**src/rtl/gpio_port_pkg.sv**
```systemverilog
package gpio_port_pkg;
  localparam int GRP_W = 4;
  localparam int GRP_N = 3;
  localparam int ADDR_W = 4;
  localparam logic [ADDR_W-1:0] MODE_ADDR = 4'hC;

  typedef enum logic [1:0] {
    KIND_DATA = 2'd0,
    KIND_DIR  = 2'd1,
    KIND_PULL = 2'd2,
    KIND_NONE = 2'd3
  } regKindE;

  typedef struct packed {
    logic [GRP_N-1:0] grpSel;
    logic             wrDat;
    logic             wrDir;
    logic             wrPull;
    logic [GRP_W-1:0] val;
  } wrStrobeT;

  typedef struct packed {
    logic serEn;
    logic serSlave;
    logic lcdClkEn;
    logic lcdFrmEn;
  } modeT;
endpackage

```
**src/rtl/gpio_port_ctrl.sv**
```systemverilog
module gpio_port_ctrl
  import gpio_port_pkg::*;
(
  input  logic              clk,
  input  logic              rstN,
  input  logic              wrEn,
  input  logic [ADDR_W-1:0] addr,
  input  logic [GRP_W-1:0]  wrData,
  output wrStrobeT          strb,
  output modeT              mode
);
  regKindE kind;
  logic [1:0] grpIdx;

  assign kind   = regKindE'(addr[1:0]);
  assign grpIdx = addr[3:2];

  // decode a bus write into one group strobe plus one register kind
  always_comb begin
    strb = '0;
    strb.val = wrData;
    if (wrEn) begin
      for (int g = 0; g < GRP_N; g++) begin
        if (grpIdx == 2'(g)) strb.grpSel[g] = 1'b1;
      end
      unique case (kind)
        KIND_DATA: strb.wrDat  = 1'b1;
        KIND_DIR:  strb.wrDir  = 1'b1;
        KIND_PULL: strb.wrPull = 1'b1;
        default:   ;
      endcase
    end
  end

  // takeover mode register
  always_ff @(posedge clk or negedge rstN) begin
    if (!rstN) begin
      mode <= '0;
    end else if (wrEn && addr == MODE_ADDR) begin
      mode.serEn    <= wrData[0];
      mode.serSlave <= wrData[1];
      mode.lcdClkEn <= wrData[2];
      mode.lcdFrmEn <= wrData[3];
    end
  end
endmodule

```
**src/rtl/gpio_port_datapath.sv**
```systemverilog
module gpio_port_datapath
  import gpio_port_pkg::*;
#(
  parameter int SER_GRP = 1,
  parameter int LCD_GRP = 2
) (
  input  logic                   clk,
  input  logic                   rstN,
  input  wrStrobeT               strb,
  input  modeT                   mode,
  input  logic [ADDR_W-1:0]      addr,
  input  logic [GRP_N*GRP_W-1:0] padIn,
  input  logic                   serOut,
  input  logic                   serClkOut,
  input  logic                   serRdyOut,
  input  logic                   lcdClk,
  input  logic                   lcdFrame,
  output logic [GRP_N*GRP_W-1:0] padOut,
  output logic [GRP_N*GRP_W-1:0] padOe,
  output logic [GRP_N*GRP_W-1:0] padPu,
  output logic                   serIn,
  output logic                   serClkIn,
  output logic [GRP_W-1:0]       rdData
);
  localparam int PIN_N = GRP_N * GRP_W;
  localparam int PIN_SIN = SER_GRP * GRP_W;
  localparam int PIN_SOUT = PIN_SIN + 1;
  localparam int PIN_SCK = PIN_SIN + 2;
  localparam int PIN_RDY = PIN_SIN + 3;
  localparam int PIN_LCK = LCD_GRP * GRP_W + 2;
  localparam int PIN_LFR = LCD_GRP * GRP_W + 3;

  logic [PIN_N-1:0] datFlat, dirFlat, pullFlat;
  logic [PIN_N-1:0] outV, oeV, puV, taken, latchSel, readPins;

  // per-group register triplets
  for (genvar g = 0; g < GRP_N; g++) begin : gen_grp
    logic [GRP_W-1:0] datReg, dirReg, pullReg;
    always_ff @(posedge clk or negedge rstN) begin
      if (!rstN) begin
        datReg  <= '0;
        dirReg  <= '0;
        pullReg <= '1;
      end else if (strb.grpSel[g]) begin
        if (strb.wrDat)  datReg  <= strb.val;
        if (strb.wrDir)  dirReg  <= strb.val;
        if (strb.wrPull) pullReg <= strb.val;
      end
    end
    assign datFlat[g*GRP_W +: GRP_W]  = datReg;
    assign dirFlat[g*GRP_W +: GRP_W]  = dirReg;
    assign pullFlat[g*GRP_W +: GRP_W] = pullReg;
  end

  // pin steering: general-purpose default, then takeover overrides
  always_comb begin
    outV  = datFlat;
    oeV   = dirFlat;
    puV   = pullFlat & ~dirFlat;
    taken = '0;
    if (mode.serEn) begin
      taken[PIN_SIN]  = 1'b1;
      oeV[PIN_SIN]    = 1'b0;
      puV[PIN_SIN]    = pullFlat[PIN_SIN];
      taken[PIN_SOUT] = 1'b1;
      oeV[PIN_SOUT]   = 1'b1;
      outV[PIN_SOUT]  = serOut;
      puV[PIN_SOUT]   = 1'b0;
      taken[PIN_SCK]  = 1'b1;
      if (mode.serSlave) begin
        oeV[PIN_SCK]   = 1'b0;
        puV[PIN_SCK]   = pullFlat[PIN_SCK];
        taken[PIN_RDY] = 1'b1;
        oeV[PIN_RDY]   = 1'b1;
        outV[PIN_RDY]  = serRdyOut;
        puV[PIN_RDY]   = 1'b0;
      end else begin
        oeV[PIN_SCK]  = 1'b1;
        outV[PIN_SCK] = serClkOut;
        puV[PIN_SCK]  = 1'b0;
      end
    end
    if (mode.lcdClkEn) begin
      taken[PIN_LCK] = 1'b1;
      oeV[PIN_LCK]   = 1'b1;
      outV[PIN_LCK]  = lcdClk;
      puV[PIN_LCK]   = 1'b0;
    end
    if (mode.lcdFrmEn) begin
      taken[PIN_LFR] = 1'b1;
      oeV[PIN_LFR]   = 1'b1;
      outV[PIN_LFR]  = lcdFrame;
      puV[PIN_LFR]   = 1'b0;
    end
  end

  assign padOut = outV;
  assign padOe  = oeV;
  assign padPu  = puV;

  assign serIn    = mode.serEn ? padIn[PIN_SIN] : 1'b1;
  assign serClkIn = (mode.serEn && mode.serSlave) ? padIn[PIN_SCK] : 1'b1;

  // data readback: latch for driven or taken pins, pad level otherwise
  assign latchSel = taken | dirFlat;
  assign readPins = (datFlat & latchSel) | (padIn & ~latchSel);

  always_comb begin
    rdData = '0;
    if (addr == MODE_ADDR) begin
      rdData = {mode.lcdFrmEn, mode.lcdClkEn, mode.serSlave, mode.serEn};
    end else begin
      for (int g = 0; g < GRP_N; g++) begin
        if (addr[3:2] == 2'(g)) begin
          unique case (regKindE'(addr[1:0]))
            KIND_DATA: rdData = readPins[g*GRP_W +: GRP_W];
            KIND_DIR:  rdData = dirFlat[g*GRP_W +: GRP_W];
            KIND_PULL: rdData = pullFlat[g*GRP_W +: GRP_W];
            default:   rdData = '0;
          endcase
        end
      end
    end
  end
endmodule

```
**src/rtl/gpio_port.sv**
```systemverilog
module gpio_port
  import gpio_port_pkg::*;
(
  input  logic        clk,
  input  logic        rstN,
  input  logic        wrEn,
  input  logic [3:0]  addr,
  input  logic [3:0]  wrData,
  output logic [3:0]  rdData,
  input  logic [11:0] padIn,
  output logic [11:0] padOut,
  output logic [11:0] padOe,
  output logic [11:0] padPu,
  input  logic        serOut,
  input  logic        serClkOut,
  input  logic        serRdyOut,
  output logic        serIn,
  output logic        serClkIn,
  input  logic        lcdClk,
  input  logic        lcdFrame
);
  wrStrobeT strb;
  modeT     mode;

  gpio_port_ctrl i_ctrl (
    .clk    (clk),
    .rstN   (rstN),
    .wrEn   (wrEn),
    .addr   (addr),
    .wrData (wrData),
    .strb   (strb),
    .mode   (mode)
  );

  gpio_port_datapath #(.SER_GRP(1), .LCD_GRP(2)) i_dp (
    .clk       (clk),
    .rstN      (rstN),
    .strb      (strb),
    .mode      (mode),
    .addr      (addr),
    .padIn     (padIn),
    .serOut    (serOut),
    .serClkOut (serClkOut),
    .serRdyOut (serRdyOut),
    .lcdClk    (lcdClk),
    .lcdFrame  (lcdFrame),
    .padOut    (padOut),
    .padOe     (padOe),
    .padPu     (padPu),
    .serIn     (serIn),
    .serClkIn  (serClkIn),
    .rdData    (rdData)
  );
endmodule

```
**config.mk**
```make
export PLATFORM = sky130hd
export DESIGN_NAME = gpio_port
export DESIGN_NICKNAME = d
export VERILOG_FILES = /design/src/rtl/gpio_port_pkg.sv /design/src/rtl/gpio_port_ctrl.sv /design/src/rtl/gpio_port_datapath.sv /design/src/rtl/gpio_port.sv
export SDC_FILE = /design/constraint.sdc
export NUM_CORES = 1
export LEC_CHECK = 0
export BUFFER_PORTS_ARGS = -buffer_cell sky130_fd_sc_hd__buf_4
export CAP_MARGIN = 0
export CORE_MARGIN = 5
export CORE_UTILIZATION = 45
export DETAILED_ROUTE_END_ITERATION = 10
export PLACE_DENSITY = 0.74
export SLEW_MARGIN = 20
export SYNTH_ARGS = -nofsm -noshare
export SYNTH_HDL_FRONTEND = slang
export SYNTH_HIERARCHICAL = 1
export SYNTH_SLANG_ARGS = --single-unit
```
**constraint.sdc**
```tcl
create_clock -name clk -period 1.37 [get_ports clk]
set_input_delay 0.274 -clock clk [delete_from_list [all_inputs] [get_ports clk]]
set_output_delay 0.274 -clock clk [all_outputs]
set_load 0.005 [all_outputs]
```
==> impl_metrics.py, run 1 <==
metrics = {
    "outcome": {
        "violations": "setup timing",
        "outcome": "finished, violations left",
    },
    "yosys": {
        "ys_seq_elements": 40,
        "synth_edf_count": 0,
        "synth_area_um2": 2420,
        "syn_avg_cell_area_um2": 11.31,
        "netlist.area_leader.share_pct": 28.96,
        "yosysSeqAreaShare_pct": 41.99,
        "yosysTopAreaCell": "dfrtp_1",
        "synth.distinct_cells": 47,
        "async_flop_share_pct": 100.0,
        "syn_nets": 242,
        "yosysWarningCount": 6,
        "synthFlopType": "dfrtp_1",
        "syn_inst": 214,
        "synthTopCellsByArea": "dfrtp_1 (29%), mux2_2 (20%), dfstp_2 (13%)",
    },
    "global_routing": {
        "grt_pass1_vias": 2373,
        "grt_max_degree": 41,
        "grt_pass1_wl_mm": 11.94,
        "grt_util_all_layers_pct": 21.24,
        "antenna_found_initial": 0,
        "overflow": 0,
    },
    "run": {
        "cap_violations": 0,
    },
    "cells_and_area": {
        "nets": 366,
        "area_growth_pct": 55.22,
        "fill_cells": 362,
        "drive_gt1_share_pct": 69.82,
        "final_cell_mix": "buf_4 (94), buf_6 (38), mux2_2 (38)",
        "multi_input_area_um2": 1376,
        "fin_area_um2": 3756,
        "antenna_cells": 0,
        "final_common_cell": "buf_4",
        "regArea_um2": 1017,
    },
    "worst_setup_path": {
        "slowest_delay_ps": 450,
        "cpMostUsedCell": "buf_6",
        "critPathMaxFanout": 5,
        "worst_setup_path_start_kind": "flip-flop",
        "worstPathCellList": "buf_6 -> buf_6 -> buf_6 -> or2b_1 -> mux2_4 -> buf_6",
        "cp-end-kind": "output pin",
        "startpoint": "i_ctrl/mode[3]",
        "critPathRequiredTime_ps": 1100,
        "slowest_stage": "dfrtp_2",
        "r2r-start": "i_dp/gen_grp[2].dirReg[2]",
        "crit_arrival_ps": 1750,
        "worstSetupPathType": "flip-flop to output pin",
    },
    "sta": {
        "max_clock_freq_ghz": 0.4929,
        "final.min_clock_period_ps": 2029,
        "rsz0062_at_grt": "true",
        "skew_ps": 0,
        "slew_viol_final": 0,
        "fin_ws_ps": -658.6,
        "finalSetupViolations": 25,
        "fin_crit_sh_pct": 148.1,
        "slew_headroom_pct": 66.06,
        "tightest_slew_ps": 509.1,
        "hold_viol_final": 0,
    },
    "detailed_routing": {
        "postRouteAntennaNets": 0,
        "finalWirelength_mm": 7.359,
        "drt_iter0_markers": 119,
        "firstDrtPassIters": 4,
        "vias_per_cell": 5.292,
        "wl_per_cell_um": 18.04,
        "vias": 2159,
        "drc": 0,
    },
    "clock_network": {
        "cts_buffers": 5,
        "cts_tree": "yes",
        "clk_latency_ps": 290,
        "clock_sinks": 40,
        "cts_max_path_buffers": 2,
        "clkSlewWorstSetupHoldPaths_ps": 70,
        "htreeDepth": 2,
        "clock-root-buffer": "clkbuf_8",
    },
    "floorplanning": {
        "fp.dieW_um": 83.33,
        "fp-row-count": 26,
        "core_um2": 5172,
        "die-area_um2": 6944,
        "start_util_pct": 46.78,
        "die_h_um": 83.33,
        "pin_count": 70,
    },
    "pwr": {
        "power_density_nw_per_um2": 1211,
        "max-vdd-ir-drop_mv": 0.6101,
        "p_total_w": 0.004550,
        "leakagePower_nw": 1.827,
    },
    "worst_hold_path": {
        "hp-class": "primary input to flip-flop",
        "min_from": "wrData[2]",
    },
    "place": {
        "placed_cell_area_um2": 3324,
        "routabilityCongestion": 0.8524,
        "dp_hpwl_mm": 5.359,
        "io_buffers": 69,
    },
}
[metrics by stage]
stage | hold slack (ps) | util, % | worst slack (ps) | TNS, ps | std cells
CTS | 321.4 | 68.70 | -623.7 | -7276 | 403
finish | 324.1 | 72.62 | -658.6 | -8281 | 408
detailed placement | 279.8 | 64.27 | -367.5 | -10920 | 391
global route | 326.1 | 72.62 | -717.1 | -9630 | 408
floorplan | -21.59 | - | -86.75 | -276.0 | 214
global placement | 273.8 | 64.27 | -317.7 | -8982 | 391
[metal layers]
layer | up-vias | GRT usage (%) | share of wire [%]
li1 | 1010 | - | -
met1 | 1050 | 26.11 | 40
met2 | 86 | 37.39 | 52
met3 | 13 | 4.752 | 6.7
met4 | 0 | 5.498 | 1.9
met5 | - | 0 | 0
[timing repair]
action / in CTS / in global routing
pin swaps: 4 / 14
setup endpoints to repair: 26 / 39
hold buffers: 1 / 0
setup buffers: 4 / 8
resized for setup: 31 / 44
gates cloned: 0 / 0
endpoints found under the hold margin: 28 / 0
[path summary, 6_finish.rpt]
path	to	slack (ps)	depth (start not counted)
worst max register to register	i_dp/gen_grp[2].dirReg[2]	360	3
worst max-delay path	padOut[6]	-660	6
max in group asynchronous	i_ctrl/mode[3]	490	2
min in group asynchronous	i_ctrl/mode[2]	510	2
worst min-delay path	i_dp/gen_grp[2].datReg[2]	320	2
worst min register to register	i_dp/gen_grp[2].datReg[2]	550	1
[cells by family (layout without fill, tap and decap cells)]
group,after synthesis,count (layout),share of synthesized area [%]
compound gates,34,34,11.32
mux,50,50,23.73
simple gates,64,64,15.56
buf+inv,26,150,7.394
flops,40,40,41.99
[worst max-delay path, delay by kind of cell (launching register included)]
family        cells  cell delay, ps
mux               1             320
flops             1             450
simple gates      1             220
buf+inv           4             470
[cell type report]
cell class | instances | share of cell area, %
clock inverter | 1 | 0.1332
inverter | 9 | 0.8994
sequential | 40 | 27.08
clock buffer | 6 | 1.932
multi-input combinational | 148 | 36.64
tap | 70 | 2.332
timing repair buffer | 134 | 30.98
[synth_stat cells, drive strengths merged (2+ instances only)]
cell     instances
nand2           15
o211ai           3
o21ai            4
mux2            47
and3b            2
or3b             2
and2             2
nor2            12
a2111oi          2
o31ai            4
a21oi            5
nor2b            8
or2              4
buf             16
dfstp           12
mux2i            3
and2b            3
nand2b           2
nor3b            7
a22oi            2
inv              9
o311ai           2
o211a            5
dfrtp           28
or2b             2
[sequential cells by signal, indices dropped and copies added, names as in the netlist]
| register | cells |
|---|---|
| i_dp/gen_grp.dirReg | 12 |
| i_ctrl/mode | 4 |
| i_dp/gen_grp.datReg | 12 |
| i_dp/gen_grp.pullReg | 12 |
[report_power, final]
| part | switching, W | internal, W |
|---|---|---|
| combinational | 0.000748 | 0.00138 |
| clock | 0.000391 | 0.000346 |
| sequential | 0.000214 | 0.00147 |
Note: power is estimated with default switching activity, not from simulation.
==> run 2: changes to the inputs <==
--- a/config.mk
+++ b/config.mk
@@ -10,7 +10,7 @@
 export CORE_MARGIN = 5
 export CORE_UTILIZATION = 45
 export DETAILED_ROUTE_END_ITERATION = 10
-export PLACE_DENSITY = 0.74
+export PLACE_DENSITY = 0.79
 export SLEW_MARGIN = 20
 export SYNTH_ARGS = -nofsm -noshare
 export SYNTH_HDL_FRONTEND = slang
==> run 2 against run 1 <==
Against the previous run: the flow still finishes with violations (setup timing); cell area down 1.9%; die area unchanged; critical path depth unchanged; clock skew unchanged.
==> impl_metrics.py, run 2 (synthesized netlist as in run 1, its figures left out) <==
metrics = {
    "outcome": {
        "outcome": "finished, violations left",
        "violations": "setup timing",
    },
    "clock_network": {
        "clk_latency_ps": 290,
        "cts_buffers": 5,
        "cts_max_path_buffers": 2,
        "clkSlewWorstSetupHoldPaths_ps": 80,
        "clock_sinks": 40,
        "clock-root-buffer": "clkbuf_8",
        "cts_tree": "yes",
        "htreeDepth": 2,
    },
    "place": {
        "routabilityCongestion": 0.8607,
        "dp_cells": 388,
        "io_buffers": 69,
        "dp_hpwl_mm": 5.083,
    },
    "cells_and_area": {
        "final_cells": 404,
        "final_common_cell": "buf_4",
        "fill_cells": 359,
        "drive_gt1_share_pct": 68.56,
        "antenna_cells": 0,
        "nets": 361,
        "largestRegisters": "i_dp/gen_grp.datReg: 12 flops, i_dp/gen_grp.dirReg: 12 flops, i_dp/gen_grp.pullReg: 12 flops",
        "final_cell_mix": "buf_4 (98), mux2_2 (39), buf_6 (29)",
        "fin_util_pct": 71.24,
        "area_growth_pct": 52.27,
    },
    "sta": {
        "holdWs_ps": 319.3,
        "fin_crit_sh_pct": 145.7,
        "hold_viol_final": 0,
        "max_clock_freq_ghz": 0.5009,
        "skew_ps": 0,
        "slew_headroom_pct": 66.68,
        "finalSetupViolations": 25,
        "rsz0062_at_grt": "true",
        "fin_ws_ps": -626.6,
        "tightest_slew_ps": 493.6,
        "tns_ps": -7745,
        "slew_viol_final": 0,
        "final.min_clock_period_ps": 1997,
    },
    "floorplanning": {
        "fp.dieW_um": 83.33,
        "die-area_um2": 6944,
        "core_um2": 5172,
        "die_h_um": 83.33,
        "pin_count": 70,
        "start_util_pct": 46.78,
        "fp-row-count": 26,
    },
    "worst_setup_path": {
        "critPathRequiredTime_ps": 1100,
        "worst_setup_path_start_kind": "flip-flop",
        "cp-end-kind": "output pin",
        "crit_arrival_ps": 1720,
        "worstSetupPathType": "flip-flop to output pin",
        "critPathMaxFanout": 5,
    },
    "detailed_routing": {
        "wl_met3_um": 317,
        "postRouteAntennaNets": 0,
        "drt_iter0_markers": 97,
        "vias": 2117,
        "firstDrtPassIters": 4,
        "finalWirelength_mm": 6.986,
        "wl_met2_mm": 3.562,
        "drc": 0,
        "vias_per_cell": 5.240,
        "wl_met1_mm": 2.958,
        "wl_per_cell_um": 17.29,
        "top_layer_used": "met4",
    },
    "global_routing": {
        "grt_pass1_vias": 2227,
        "grt_util_all_layers_pct": 19.77,
        "grt_max_degree": 41,
        "grt_pass1_wl_mm": 11.02,
        "antenna_found_initial": 0,
        "overflow": 0,
    },
    "pwr": {
        "power_density_nw_per_um2": 1222,
        "p_total_w": 0.004505,
        "leakagePower_nw": 1.793,
        "max-vdd-ir-drop_mv": 0.8536,
    },
    "worst_hold_path": {
        "hp-class": "primary input to flip-flop",
    },
    "run": {
        "cap_violations": 0,
    },
}
[run 2: path summary, 6_finish.rpt]
| path | startpoint | endpoint | slack (ps) | cells past startpoint |
|---|---|---|---|---|
| min reg2reg | i_dp/gen_grp[0].datReg[3] | i_dp/gen_grp[0].datReg[3] | 550 | 1 |
| max in group asynchronous | rstN | i_dp/gen_grp[0].pullReg[0] | 490 | 2 |
| max reg2reg | i_ctrl/mode[3] | i_ctrl/mode[3] | 270 | 3 |
| min in group asynchronous | rstN | i_dp/gen_grp[1].datReg[2] | 490 | 2 |
| min | wrData[2] | i_ctrl/mode[1] | 320 | 2 |
| max | i_ctrl/mode[3] | rdData[2] | -630 | 6 |
[run 2: layout make-up]
cell class                      instances  area (µm²)  area share (%)
Tap cell                               70       87.58           2.377
Timing Repair Buffer                  129        1092           29.64
Sequential cell                        40        1017           27.61
Clock buffer                            8       90.09           2.445
Inverter                                9       36.28          0.9847
Multi-Input combinational cell        148        1361           36.94
[run 2: routing by layer]
metal	global-route usage, %	vias to the layer above
met1	23.11	1043
met5	0	-
met3	4.653	9
li1	-	1002
met2	34.91	63
met4	7.429	0
[run 2: repair_timing]
item	in CTS	in global routing
pin swaps	6	11
hold buffers	1	0
endpoints found under the setup margin	25	34
setup buffers	4	4
gates resized for setup	25	40
endpoints found under the hold margin	28	0
[run 2: critical path, cell delays in order (launching register included)]
cell and delay [ps]:
dfrtp_2 450, buf_6 150, nor2_4 80, mux2_4 300, o2111ai_2 170, o211ai_1 120, buf_4 150
[run 2: power by group]
group | switching, W | leakage, nW | internal [W] | total (W)
clock | 0.000388 | 0.0455 | 0.000411 | 0.000798
sequential | 0.000211 | 0.480 | 0.00147 | 0.00168
combinational | 0.000709 | 1.27 | 0.00132 | 0.00203
[run 2: per-stage QoR]
stage               worst slack, ps  cell area (µm²)
finish                       -626.6             3685
global route                 -694.6             3685
CTS                          -626.6             3521
detailed placement           -350.1             3314
global placement             -338.8             3314
floorplan                    -86.75             2451
